==> src/rtl/pred_next_lane.sv <==
module pred_next_lane #(
  parameter int VLEN = 256
) (
  input  logic            clk,
  input  logic            rst_n,
  input  logic            in_valid,
  input  logic [1:0]      size_code,
  input  logic [VLEN/8-1:0] mask_pred,
  input  logic [VLEN/8-1:0] op_pred,
  output logic            out_valid,
  output logic [VLEN/8-1:0] res_pred,
  output logic            flag_n,
  output logic            flag_z,
  output logic            flag_c,
  output logic            flag_v
);
  localparam int PL = VLEN / 8;

  logic [2:0]    span_m1;
  logic [PL-1:0] lane_start, mask_lead, op_lead;
  logic [PL-1:0] past_op, mask_last, cand, hit, mask_first;
  logic          acc_op, acc_m;

  assign span_m1 = 3'((4'd1 << size_code) - 4'd1);

  always_comb begin
    for (int i = 0; i < PL; i++)
      lane_start[i] = (3'(i) & span_m1) == 3'd0;
  end

  assign mask_lead = mask_pred & lane_start;
  assign op_lead   = op_pred & lane_start;

  always_comb begin
    acc_op = 1'b0;
    acc_m  = 1'b0;
    for (int i = PL - 1; i >= 0; i--) begin
      acc_op       = acc_op | op_lead[i];
      past_op[i]   = ~acc_op;
      mask_last[i] = mask_lead[i] & ~acc_m;
      acc_m        = acc_m | mask_lead[i];
    end
  end

  assign cand       = mask_lead & past_op;
  assign hit        = cand & (~cand + 1'b1);
  assign mask_first = mask_lead & (~mask_lead + 1'b1);

  always_ff @(posedge clk) begin
    if (!rst_n) begin
      out_valid <= 1'b0;
      res_pred  <= '0;
      flag_n    <= 1'b0;
      flag_z    <= 1'b0;
      flag_c    <= 1'b0;
    end else begin
      out_valid <= in_valid;
      if (in_valid) begin
        res_pred <= hit;
        flag_n   <= |(hit & mask_first);
        flag_z   <= ~|(hit & mask_lead);
        flag_c   <= ~|(hit & mask_last);
      end
    end
  end

  assign flag_v = 1'b0;

  assert_valid_follows_R2: assert property (@(posedge clk) disable iff (!rst_n)
    in_valid |=> out_valid);
  assert_valid_drops_R2: assert property (@(posedge clk) disable iff (!rst_n)
    !in_valid |=> !out_valid);
  assert_onehot_R4: assert property (@(posedge clk) disable iff (!rst_n)
    out_valid |-> $onehot0(res_pred));
  assert_in_mask_R4: assert property (@(posedge clk) disable iff (!rst_n)
    in_valid |=> (res_pred & ~$past(mask_pred)) == '0);
  assert_n_implies_hit_R5: assert property (@(posedge clk) disable iff (!rst_n)
    (out_valid && flag_n) |-> (!flag_z && res_pred != '0));
  assert_empty_mask_R9: assert property (@(posedge clk) disable iff (!rst_n)
    (in_valid && mask_pred == '0) |=> (res_pred == '0 && flag_z && flag_c && !flag_n));
  assert_v_zero_R8: assert property (@(posedge clk) flag_v == 1'b0);
endmodule

==> config.mk <==
export PLATFORM = sky130hd
export DESIGN_NAME = pred_next_lane
export DESIGN_NICKNAME = d
export VERILOG_FILES = /design/src/rtl/pred_next_lane.sv
export SDC_FILE = /design/constraint.sdc
export NUM_CORES = 1
export LEC_CHECK = 0
export BUFFER_PORTS_ARGS = -buffer_cell sky130_fd_sc_hd__clkbuf_2
export CORE_ASPECT_RATIO = 0.9
export CORE_MARGIN = 2
export CORE_UTILIZATION = 45
export DETAILED_ROUTE_END_ITERATION = 7
export PLACE_DENSITY_LB_ADDON = 0.05
export SETUP_SLACK_MARGIN = 0.4
export SLEW_MARGIN = 30
export SYNTH_ARGS = -nofsm -noshare
export SYNTH_HDL_FRONTEND = slang
export SYNTH_SLANG_ARGS = --single-unit
==> constraint.sdc <==
create_clock -name clk -period 9 [get_ports clk]
set_clock_uncertainty 0.1 [all_clocks]
set_input_delay 1.8 -clock clk [delete_from_list [all_inputs] [get_ports clk]]
set_output_delay 1.8 -clock clk [all_outputs]
set_load 0.01 [all_outputs]
### After elaboration in Yosys (flattened, before gate mapping)

Cells that the tools add are included.

| operators by class | value |
|---|---|
| add/subtract/negate cells | 3 |
| shift operators | 1 |
| bitwise gates (word level) | 165 |
| reduce and logical (&&, ||, !) cells | 12 |

Operators by type and width:

| kind | number |
|---|---|
| $and 32x32->32 | 8 |
| $reduce_or 32->1 | 3 |
| $add 32x1->32 const B | 2 |
| $not 32->32 | 2 |
| $not 1->1 | 63 |
| $or 1x1->1 | 61 |
| $and 1x1->1 | 31 |
| $logic_not 3->1 | 7 |
| $shl 1x2->3 const A | 1 |
| $sub 3x1->3 const B | 1 |
| $logic_not 1->1 | 2 |

| word-level totals | value |
|---|---|
| bits in registers | 36 |
| input port bits | 69 |
| output and inout bits | 37 |
| word-level logic and storage cells | 186 |

### Depth between registers and ports, before layout

| depth | value |
|---|---|
| depth after elaboration | 43 |
| depth in mapped cells | 14 |
| gate-level depth less buffers | 9 |

### Least setup slack after synthesis

Ideal clock, no wire load.

| timing path | value |
|---|---|
| path kind | input to register |
| start | input size_code[1] |
| end | register flag_c |
| setup time | 132 ps |
| data arrival time | 3,997 ps |
| required time | 8,768 ps |
| setup slack | 4,770 ps |
| stages on the path | 13 |
| buffers on the path | 5 |
| path through | buf_2 -> buf_2 -> buf_2 -> buf_2 -> o221a_2 -> o2111ai_1 -> buf_2 -> o21ai_1 -> nor4b_1 -> nand4_1 -> a21o_1 -> nand4_1 -> o22ai_1 |

| between the ends | value |
|---|---|
| longest elaborated chain between the ends | 43 |
| elaborated cells between the ends (all ways) | 173 |
| classes of those cells | 2 x add/sub; 1 x shift; 161 x bitwise; 9 x reduce/logical |

Ends and longest elaborated chain:

| what | line | RTL |
|---|---|---|
| from (decl) | 7 | `input logic [1:0] size_code,` |
| $shl 1x2->3 (*) | 24 | `assign span_m1 = 3'((4'd1 << size_code) - 4'd1);` |
| $sub 3x1->3 (*) | 24 |  |
| $logic_not 3->1 | 28 | `lane_start[i] = (3'(i) & span_m1) == 3'd0;` |
| $and 32x32->32 | 32 | `assign op_lead = op_pred & lane_start;` |
| $or 1x1->1 (31 in series) | 38 | `acc_op = acc_op \| op_lead[i];` |
| $not 1->1 | 39 | `past_op[i] = ~acc_op;` |
| $and 32x32->32 | 45 | `assign cand = mask_lead & past_op;` |
| $not 32->32 | 46 | `assign hit = cand & (~cand + 1'b1);` |
| $add 32x1->32 | 46 |  |
| $and 32x32->32 | 46 |  |
| $and 32x32->32 (*) | 62 | `flag_c <= ~\|(hit & mask_last);` |
| $reduce_or 32->1 (*) | 62 |  |
| $logic_not 1->1 (*) | 62 |  |
| to (signal assigned) | 62 |  |
| to (decl) | 14 | `output logic flag_c,` |

Mark *: on every way between the ends. The rest lies on a longest branch, timed or not.
A chain may end at the register's enable or synchronous reset.

### Final worst setup path

Ends and elaborated chain as after synthesis.

==> metrics.yaml <==
slew_viol_final: 0
critPathMaxFanout: 45
p_comb_share_pct: 32.7
seq_power_share_pct: 39.4
rsz0062_at_grt: "no"
wl_met1_um: 5860
crit_type: "in -> reg"
clock-sinks: 36
first_global_vias: 4494
grt_pass1_wl_um: 22800
ios: 106
slew_headroom_pct: 34.4
setup_viol: 0
ys_seq_area_share_pct: 18.7
p_per_area_nw_per_um2: 92.0
antenna_left: 0
nets: 715
cp.arrival_ns: 5.80
cp_slowest_cell: "a221oi_2"
wl_per_cell_um: 18.8
worst_slew_pin_slew_ns: 0.978
gp_congestion: 0.975
drive_above_1_share_pct: 21.8
die_area_um2: 9330
ff2ff_path_depth: 3
yosys_warnings: 0
core_area_um2: 8450
cp-start-kind: "primary input"
intPower_mw: 0.264
syn_avg_cell_area_um2: 6.82
cp.required_ns: 9.10
antenna_found_initial: 0
path_clk_slew_ns: 0.08
p_total_mw: 0.412
clockBufferDepth: 2
ys_seq_elements: 36
dr_wl_met2_um: 7180
worst_path_largest_cell_delay_ns: 0.81
final_common_cell: "clkbuf_2"
synth_flop_cell: "dfxtp_1"
grt_usage_pct: 30.8
power.switching_mw: 0.148
hold_viol: 0
path_cells: "clkbuf_2, inv_1, a221oi_2, o21ai_1, nand2_1, o21ai_1, and2_1, a2111oi_2, nand4_1, o22ai_1"
cap_violations: 0
grt_max_degree: 46
fin_crit_ns: 5.69
vias_per_cell: 6.28
drc: 0
start_util_pct: 45.7
ir_worst_vdd_mv: 0.0709
p_leak_nw: 1.71
min_path_type: "reg -> reg"
hold_buffers: 0
top_layer: "met4"
timing.final.crit_share_pct: 63.3
wl_met3_um: 1010
cts_made_buffers: 5
cts_setup_buffers: 0
swShare_pct: 36.0
clkPwrFrac_pct: 27.9
htree_num_levels: 2
die_h_um: 91.9
crit_top_cell: "o21ai_1"
synth_cells: 566
synthesis.nets: 635
final_cell_mix: "clkbuf_2 (104), nor2_1 (61), nand2_1 (55)"
cts_root_buf: "clkbuf_8"
setup_ws_ns: 3.31
port_buffers: 104
min_path_cells: 2
nFillCells: 923
first_pass_iters: 5
row_count: 32
fmax_mhz: 176
dp_worst_setup_slack_ns: 3.19
wl_um: 14400
cts_resized: 0
end_kind: "flip-flop"
die_x_um: 102
syn_area_um2: 3860
clk_latency_ns: 0.28
status: "complete, no violations"
async_flop_share_pct: 0
drt_iter0_markers: 300
grt_remaining_overflow: 0
dp_hpwl_um: 11400
vias: 4810
antenna_cells: 0
fin_tns_setup_ns: 0
ys_types: 74
synth_edf_count: 0
tritoncts: "yes"
syn2layout_area_growth_pct: 16.1
[logic make-up after synthesis]
kind of cell,share of synthesized area [%]
flops,18.7
buf+inv,5.09
mux,1.07
xor+xnor,0.227
compound gates,31.8
simple gates,43.0
other cells,0.0972
[sequential cells by signal, summed over array words and instances, names as in the netlist]
register and count:
out_valid 1, flag_z 1, res_pred 32, flag_c 1
flag_n 1
[per-stage QoR]
step                      util [%]  hold slack (ns)  cells  instance area, um2
after floorplan                  -            0.384    566                3860
after global placement        52.0            0.352    758                4390
after detailed placement      52.0            0.360    758                4390
after CTS                     53.0            0.370    766                4480
after global routing          53.0            0.391    766                4480
final                         53.0            0.366    766                4480
[area by class of cell]
type	instances	area, um2	area share, %
Multi-Input combinational cell	484	2940	65.7
Clock buffer	5	68.8	1.54
Tap cell	119	149	3.32
Timing Repair Buffer	105	528	11.8
Inverter	14	52.6	1.17
Sequential cell	36	721	16.1
Clock inverter	3	18.8	0.419
[critical path, delay by kind of cell]
| kind | cells | cell delay, ns |
|---|---|---|
| AOI/OAI and AO/OA | 5 | 1.95 |
| buffers and inverters | 2 | 1.34 |
| and+or+nand+nor | 3 | 0.68 |
[final timing paths]
check	slack [ns]	startpoint	endpoint
worst min-delay path	0.37	res_pred[31]	res_pred[31]
worst min register to register	0.37	res_pred[31]	res_pred[31]
worst max-delay path	3.31	size_code[1]	flag_c
worst max register to register	8.12	res_pred[6]	res_pred[6]
[power by group through the flow]
stage	Combinational [mW]	Clock [mW]	Sequential, mW
6_report	0.135	0.115	0.162
5_1_grt	0.147	0.125	0.162
4_1_cts	0.132	0.117	0.162
3_5_place_dp	0.131	0	0.166
3_3_place_gp	0.130	0	0.166
2_1_floorplan	0.0831	0	0.167
[cell usage after synthesis (8+ instances only)]
| cell | instances | share of area [%] |
|---|---|---|
| clkbuf_1 | 18 | 1.8 |
| inv_1 | 14 | 1.4 |
| o21ai_0 | 24 | 3.1 |
| nor4_1 | 13 | 2.1 |
| nor3_1 | 18 | 2.3 |
| a21boi_0 | 23 | 4.5 |
| a21oi_1 | 28 | 3.6 |
| nand2b_1 | 16 | 2.6 |
| nand2_1 | 55 | 5.4 |
| or3_1 | 8 | 1.3 |
| nand4_1 | 16 | 2.6 |
| dfxtp_1 | 36 | 19 |
| buf_2 | 10 | 1.3 |
| nor2b_1 | 32 | 5.2 |
| nand3_1 | 33 | 4.3 |
| nor2_1 | 61 | 5.9 |
| a211oi_1 | 9 | 1.8 |
[routing by layer]
| metal | track usage [%] | up-vias |
|---|---|---|
| met5 | 0 | - |
| met4 | 7.88 | 0 |
| met3 | 5.03 | 30 |
| met2 | 55.0 | 228 |
| met1 | 37.8 | 2246 |
| li1 | - | 2306 |
(Power assumes the default switching activity.)
